<file path="src/rtl/vpic.sv">
module vpic #(
  parameter int NSRC = 32,
  parameter int DW = 32,
  parameter int DEPTH = 8,
  parameter logic [DW-9:0] KEY = 24'h5A3C96
) (
  input  logic            clk,
  input  logic            rst_n,
  input  logic [NSRC-1:0] src_in,
  input  logic [3:0]      addr,
  input  logic            wr,
  input  logic            rd,
  input  logic [DW-1:0]   wdata,
  output logic [DW-1:0]   rdata,
  output logic            irq_n
);
  localparam int IW = $clog2(NSRC);
  localparam int SPW = $clog2(DEPTH + 1);
  localparam logic [3:0] A_SEL = 4'd0, A_MODE = 4'd1, A_VEC = 4'd2, A_IVR = 4'd3,
                         A_STAT = 4'd4, A_EOI = 4'd5, A_ENA = 4'd6, A_DIS = 4'd7,
                         A_CLR = 4'd8, A_SPUR = 4'd9, A_DBG = 4'd10, A_LOCK = 4'd11,
                         A_CORE = 4'd12;

  logic [2:0]      prio [NSRC];
  logic [1:0]      trig [NSRC];
  logic [DW-1:0]   vec  [NSRC];
  logic [NSRC-1:0] en, elat, prev_act, pol, edg, act, cand;
  logic [IW-1:0]   sel, stat, held, win, push_src;
  logic            held_v, prot, locked;
  logic [DW-1:0]   spur;
  logic [2:0]      stk [DEPTH];
  logic [SPW-1:0]  sp;
  logic [2:0]      top, wp, push_lvl;
  logic            win_v, go, ivr_rd, ivr_wr, commit, do_push, pop, clr;
  logic [NSRC-1:0] ackm, clrm;

  for (genvar g = 0; g < NSRC; g++) begin : g_src
    assign pol[g] = trig[g][0];
    assign edg[g] = trig[g][1];
  end

  assign act  = src_in ^ pol;
  assign cand = en & ((edg & elat) | (~edg & act));

  always_comb begin
    win_v = 1'b0;
    win = '0;
    wp = '0;
    for (int i = NSRC - 1; i >= 0; i--)
      if (cand[i] && (!win_v || prio[i] >= wp)) begin
        win_v = 1'b1;
        win = IW'(i);
        wp = prio[i];
      end
  end

  always_comb begin
    top = '0;
    for (int k = 0; k < DEPTH; k++)
      if (sp == SPW'(k + 1)) top = stk[k];
  end

  assign go       = win_v && (sp == '0 || wp > top);
  assign irq_n    = ~go;
  assign ivr_rd   = rd && addr == A_IVR;
  assign ivr_wr   = wr && addr == A_IVR;
  assign commit   = ivr_wr && prot && held_v;
  assign do_push  = (ivr_rd && !prot && go) || commit;
  assign push_src = prot ? held : win;
  assign push_lvl = prot ? prio[held] : wp;
  assign pop      = wr && addr == A_EOI && sp != '0;
  assign clr      = wr && addr == A_CLR;
  assign ackm     = do_push ? (NSRC'(1) << push_src) : '0;
  assign clrm     = clr ? (NSRC'(1) << sel) : '0;

  always_ff @(posedge clk or negedge rst_n) begin
    if (!rst_n) begin
      for (int i = 0; i < NSRC; i++) begin
        prio[i] <= '0;
        trig[i] <= '0;
        vec[i]  <= '0;
      end
      for (int k = 0; k < DEPTH; k++) stk[k] <= '0;
      en <= '0;
      elat <= '0;
      prev_act <= '0;
      sel <= '0;
      stat <= '0;
      held <= '0;
      held_v <= 1'b0;
      prot <= 1'b0;
      locked <= 1'b1;
      spur <= '0;
      sp <= '0;
    end else begin
      if (wr) begin
        case (addr)
          A_SEL:  sel <= wdata[IW-1:0];
          A_MODE: if (!locked) begin
                    prio[sel] <= wdata[2:0];
                    trig[sel] <= wdata[5:4];
                  end
          A_VEC:  if (!locked) vec[sel] <= wdata;
          A_ENA:  en[sel] <= 1'b1;
          A_DIS:  en[sel] <= 1'b0;
          A_SPUR: if (!locked) spur <= wdata;
          A_DBG:  if (!locked) prot <= wdata[0];
          A_LOCK: if (wdata[DW-1:8] == KEY) locked <= wdata[0];
          default: ;
        endcase
      end
      if (ivr_rd && prot) begin
        held <= win;
        held_v <= go;
      end
      if (commit) held_v <= 1'b0;
      if (do_push) stat <= push_src;
      for (int k = 0; k < DEPTH; k++)
        if (do_push && sp == SPW'(k)) stk[k] <= push_lvl;
      if (do_push) sp <= sp + 1'b1;
      else if (pop) sp <= sp - 1'b1;
      elat <= (elat & ~ackm & ~clrm) | (edg & act & ~prev_act);
      prev_act <= act;
    end
  end

  always_comb begin
    case (addr)
      A_SEL:   rdata = DW'(sel);
      A_MODE:  rdata = DW'({trig[sel], 1'b0, prio[sel]});
      A_VEC:   rdata = vec[sel];
      A_IVR:   rdata = go ? vec[win] : spur;
      A_STAT:  rdata = DW'(stat);
      A_ENA:   rdata = DW'(en[sel]);
      A_SPUR:  rdata = spur;
      A_DBG:   rdata = DW'(prot);
      A_LOCK:  rdata = DW'(locked);
      A_CORE:  rdata = DW'(irq_n);
      default: rdata = '0;
    endcase
  end
endmodule

</file>
<file path="config.mk">
export PLATFORM = sky130hd
export DESIGN_NAME = vpic
export DESIGN_NICKNAME = d
export VERILOG_FILES = /design/src/rtl/vpic.sv
export SDC_FILE = /design/constraint.sdc
export NUM_CORES = 2
export LEC_CHECK = 0
export ABC_AREA = 1
export ABC_CLOCK_PERIOD_IN_PS = 66300
export BUFFER_PORTS_ARGS = -buffer_cell sky130_fd_sc_hd__buf_4
export CAP_MARGIN = 30
export CELL_PAD_IN_SITES_DETAIL_PLACEMENT = 1
export CELL_PAD_IN_SITES_GLOBAL_PLACEMENT = 1
export CORE_ASPECT_RATIO = 0.7
export CORE_UTILIZATION = 40
export DETAILED_ROUTE_END_ITERATION = 8
export PLACE_DENSITY = 0.72
export SYNTH_ARGS = -nofsm -noshare
export SYNTH_HDL_FRONTEND = slang
export SYNTH_SLANG_ARGS = --single-unit
</file>
<file path="constraint.sdc">
create_clock -name clk -period 66.3 [get_ports clk]
set_clock_uncertainty 0.05 [all_clocks]
set_input_delay 9.945 -clock clk [delete_from_list [all_inputs] [get_ports clk]]
set_output_delay 9.945 -clock clk [all_outputs]
set_load 0.05 [all_outputs]
</file>
# Word level (Yosys, flattened, before mapping)

Index checks and enable logic that the tools add are counted.

Output and inout bits: 33
Input port bits: 72
Word-level logic and storage cells: 473
Flip-flop bits (word level): 1,358

Bitwise logic cells: 22
Reductions and logical operators: 130
$lt $le $gt $ge: 38
Add/sub/neg operators: 2
Equal/unequal tests: 21
Mux-type cells: 143
Shift operators: 2

Operators by type and width:

| operator               | count |
|---|---|
| $bwmux W1024           | 1 |
| $bmux W32 S5           | 2 |
| $pmux W32 S10          | 1 |
| $and A32 B32 Y32       | 8 |
| $mux W32               | 8 |
| $mux W5                | 33 |
| $demux W32 S5          | 1 |
| $not A32 Y32           | 5 |
| $mux W3                | 46 |
| $bwmux W96             | 1 |
| $or A32 B32 Y32        | 3 |
| $ge A3 B3 Y1           | 31 |
| $bwmux W64             | 1 |
| $pmux W32 S2           | 1 |
| $shl A1 B5 Y32 const A | 2 |
| $logic_and A1 B1 Y1    | 52 |
| $mux W1                | 36 |
| $logic_or A1 B1 Y1     | 33 |
| $eq A4 B3 Y1 const B   | 8 |
| $logic_not A1 Y1       | 32 |
| $xor A32 B32 Y32       | 1 |
| $bmux W3 S5            | 2 |
| $eq A24 B23 Y1 const B | 1 |
| $eq A4 B4 Y1 const B   | 6 |
| other kinds (23)       | 43 |

# Logic depth before layout (Yosys ltp)

Depth after elaboration: 139
Gate-level depth with buffers: 322
Gate-level depth less buffers: 320

# Worst setup path after synthesis

No wires, ideal clock.

Path type: input-to-output
Start: input src_in[31]
End: output rdata[10]
Path slack: 15.941 ns
Data arrival time: 40.364 ns
Cell stages on the path: 312
Buffers on the path: 2
Cells stage by stage: inv_1 nand2_1 nand3_1 nand2_2 clkinv_1 nand2_1 ha_1 a21oi_1 nand3_1 o21ai_1 inv_1 o21ai_0 inv_1 ha_1 a21oi_1 o21ai_0 nor2_1 nand2_1 (+276 left out) ha_1 o21ai_0 nand2_1 a21oi_1 a21oi_4 o21ai_0 ha_1 a21oi_1 o21ai_0 nand2_1 nand2_1 nand2_2 clkinv_1 clkbuf_1 nor2_1 nor2_1 nand2_1 nand2_1

Longest elaborated chain between the ends: 135
Elaborated cells between the ends (all ways): 233
Classes of those cells: order compare: 32; mux: 101; bitwise: 5; reduce/logical: 95

RTL lines:

| what                                             | RTL line | source |
|---|---|---|
| start, declared                                  | 9        | `input logic [NSRC-1:0] src_in,` |
| $xor A32 B32 Y32 *                               | 42       | `assign act = src_in ^ pol;` |
| $and A32 B32 Y32 *                               | 43       | `assign cand = en & ((edg & elat) \| (~edg & act));` |
| $or A32 B32 Y32 *                                | 43       |  |
| $and A32 B32 Y32 *                               | 43       |  |
| $mux W3 or $mux W1 (tied branches)               | 50       | `if (cand[i] && (!win_v \|\| prio[i] >= wp)) begin` |
| $ge A3 B3 Y1 or $logic_not A1 Y1 (tied branches) | 50       |  |
| $logic_or A1 B1 Y1                               | 50       |  |
| $logic_and A1 B1 Y1                              | 50       |  |
| (+118 left out)                                  | --       |  |
| $logic_or A1 B1 Y1                               | 50       |  |
| $logic_and A1 B1 Y1                              | 50       |  |
| $mux W5                                          | 50       |  |
| $not A5 Y6 (implied by the code)                 | 132      | `A_IVR: rdata = go ? vec[win] : spur;` |
| $bmux W32 S5                                     | 132      |  |
| $mux W32 (implied by the code) (2 in a row)      | 132      |  |
| $mux W32 *                                       | 132      |  |
| $pmux W32 S10 *                                  | 128      | `case (addr)` |
| end, declared                                    | 14       | `output logic [DW-1:0] rdata,` |

Every way passes the cells marked *; elsewhere a longest branch is shown, timed or not. The select of a mux whose other input is x is not followed.

# Final worst setup path

Start: input src_in[31]
End: output rdata[3]

Same word-level chain as after synthesis.

==> results.py <==
metrics = {
    "clock_tree": {
        "post_cts_resized": 0,
        "cts_tree": "done",
        "clk_pin_slew_ps": 60,
        "clock_sinks": 1358,
        "htreeDepth": 4,
        "cts-root-buf": "clkbuf_16",
        "postCtsSetupBuffers": 0,
        "clockBufferDepth": 3,
        "insertion_delay_ps": 820,
        "cts_hold_buf": 0,
        "cts_buffers": 148,
    },
    "pwr": {
        "power_density_nw_per_um2": 42.1,
        "clockPowerShare_pct": 24.8,
        "ir_drop_mv": 0.0839,
        "p_sw_share_pct": 50.4,
        "power_mw": 3.49,
        "power_switching_mw": 1.76,
        "p_leak_nw": 35.4,
        "pwr-share-comb_pct": 48.8,
        "internal_power_mw": 1.73,
        "sequentialPowerShare_pct": 26.4,
    },
    "drt": {
        "ant_nets": 0,
        "drc": 0,
        "wl_per_cell_um": 29.5,
        "finalWirelength_um": 360000,
        "drtIter0Drc": 10200,
        "post_drt_via_cell_ratio": 6.43,
        "first_pass_iters": 9,
        "via_count": 78400,
    },
    "sta": {
        "rsz0062_at_grt": "false",
        "drv_slew": 0,
        "fin_crit_sh_pct": 87.7,
        "slew-limit-headroom_pct": 23.0,
        "max_freq_mhz": 17.2,
        "setup_violations": 0,
        "totalNegativeSetupSlack_ps": 0,
        "fin_crit_ps": 58140,
        "finalHoldViolCount": 0,
        "tightest_slew_ps": 1150,
    },
    "critical_path": {
        "critPathMaxStageDelay_ps": 830,
        "cpMostUsedCell": "nand2_1",
        "end_kind": "output pin",
        "cp.required_ps": 56310,
        "critPathMaxFanout": 130,
        "worst_path_max_delay_cell": "clkinv_8",
        "rrSetupSlack_ps": 27150,
        "critical-path-top-delay-family": "simple AND/OR/NAND/NOR gates",
        "r2r_cells": 314,
        "critPathBufInv": 58,
        "crit-reg2reg-launch": "edg[31]",
        "worstReg2RegEnd": "elat[23]",
        "critical_path_class": "primary input to output pin",
        "startpoint_type": "primary input",
        "arrival_ps": 48150,
    },
    "finish": {
        "final_common_cell": "nand2_1",
        "areaGrowthSynthToFinish_pct": 8.10,
        "post-route-util_pct": 43.5,
        "fin_nets": 9691,
        "drive_gt1_share_pct": 8.23,
        "final_cell_mix": "2490 x nand2_1, 1844 x nand3_1, 1473 x o21ai_0",
    },
    "synth": {
        "synth_cell_types": 70,
        "postSynth.asyncResetShare_pct": 100,
        "yosys.area_share.adder_pct": 1.22,
        "syn_area_um2": 76700,
        "synthMuxAreaShare_pct": 0.0131,
        "synth_top_family_by_area": "simple AND/OR/NAND/NOR gates",
        "synthFlopType": "dfrtp_1",
        "ys_ff_latch": 1358,
        "synth-simple-area-share_pct": 27.9,
        "avgSynthCellArea_um2": 7.71,
        "syn_nets": 10100,
        "yosysWarnings": 0,
        "synth_compound_area_share_pct": 17.8,
        "yosysSeqAreaShare_pct": 44.3,
        "postSynthCellCount": 9941,
        "synth_edf_count": 0,
        "synth_xor_area_share_pct": 0.387,
    },
    "die": {
        "die_w_um": 525,
        "rows": 134,
        "die_h_um": 368,
        "start_util_pct": 40.2,
        "fp.coreArea_um2": 190000,
        "io_pins": 105,
        "die_area_um2": 193000,
    },
    "job": {
        "maxCapViolCount": 0,
    },
    "run_status": {
        "status": "completed",
    },
    "hold_path": {
        "hold_class": "register to register",
        "min_from": "prev_act[31]",
        "whs_path_depth": 1,
        "hold-path-endpoint": "elat[31]",
    },
    "placement": {
        "hpwl_um": 209000,
        "gp_congestion": 0.908,
        "io_buffers": 104,
    },
    "global_route": {
        "antenna_found_initial": 16,
        "grt_pass1_wl_um": 531000,
        "grt_pass1_vias": 77100,
        "grt_use_total_pct": 36.5,
        "overflow": 0,
        "grt_max_degree": 173,
    },
}
==> per-stage QoR <==
step / instances / hold slack [ps] / setup slack, ps / area [um2]
after floorplan: 9941 / 350 / 15940 / 76700
after global placement: 11900 / 355 / 9970 / 77500
after detailed placement: 11900 / 358 / 8620 / 77900
after CTS: 12200 / 366 / 8520 / 82800
after global routing: 12200 / 371 / 4340 / 82800
final: 12200 / 365 / 8160 / 82900
==> cell usage after synthesis (25+ instances only) <==
library cell / instances / area [um2]
buf_4: 57 / 428
a21oi_1: 159 / 796
o21ai_1: 40 / 200
dlymetal6s2s_1: 25 / 313
ha_1: 75 / 938
a22oi_1: 290 / 2180
inv_1: 392 / 1470
nand3_2: 53 / 531
o21ai_0: 1473 / 7370
nand2_1: 2526 / 9480
o211ai_1: 73 / 548
a31oi_1: 218 / 1360
nand2_2: 86 / 538
nand3_1: 1844 / 9230
nor3_1: 33 / 165
o22ai_1: 29 / 181
buf_8: 43 / 646
buf_2: 75 / 375
clkbuf_1: 510 / 1910
buf_6: 63 / 709
dfrtp_1: 1357 / 34000
nor2_1: 199 / 747
buf_1: 37 / 139
==> cell type report <==
| type | instances | area [um2] |
|---|---|---|
| diodes | 11 | 27.5 |
| well taps | 2516 | 3150 |
| clock inverters | 46 | 508 |
| multi-input cells | 7332 | 36600 |
| fillers | 23200 | 108000 |
| flip-flops and latches | 1358 | 34000 |
| inverters | 415 | 1600 |
| repair buffers | 289 | 2630 |
| clock buffers | 223 | 4330 |
==> worst register-to-register path: cells and delay by family, from the launching register on <==
kind | cells | cell delay, ps
compound gates | 72 | 11010
fa+ha+maj | 32 | 9340
buf+inv | 58 | 5500
flops | 1 | 400
simple gates | 152 | 12670
==> power groups by stage <==
stage	clock, mW	combinational [mW]	sequential [mW]
after global placement	0	1.60	0.932
final	0.865	1.70	0.923
after CTS	0.870	1.64	0.920
after global routing	0.903	1.77	0.927
after detailed placement	0	1.64	0.935
after floorplan	0	1.18	0.919
==> flip-flops by register name (all words and copies together) (netlist names), named ones only <==
signal and flops:
held 5, sel 5, prio 96, prev_act 32, stk 24, stat 5, vec 1024, spur 32
held_v 1, locked 1, elat 32, pol 32, sp 4, edg 32, prot 1
==> routing by layer <==
layer	vias up	part of all wire, %	global-route usage [%]
met5	-	0.031	0
met4	18	4.3	14.7
met3	903	11	10.2
met2	4312	42	52.9
met1	39800	43	51.1
li1	33400	-	-
==> worst max path at each step <==
stage | depth (start not counted) | startpoint | endpoint
final | 309 | src_in[31] | rdata[3]
after global routing | 312 | src_in[31] | rdata[3]
after CTS | 311 | src_in[31] | rdata[3]
after detailed placement | 311 | src_in[31] | rdata[3]
after global placement | 311 | src_in[31] | rdata[30]
after floorplan | 312 | src_in[31] | rdata[10]
==> cell families (layout without fill, tap and decap cells) <==
family / Yosys count / after routing
AO/OA/AOI/OAI: 2398 / 2398
XOR/XNOR: 33 / 33
adder cells (fa/ha/maj): 75 / 75
buffers and inverters: 1251 / 973
flip-flops: 1358 / 1358
multiplexers: 1 / 1
other: 0 / 11
AND/OR/NAND/NOR: 4825 / 4825
(Power assumes the default switching activity.)
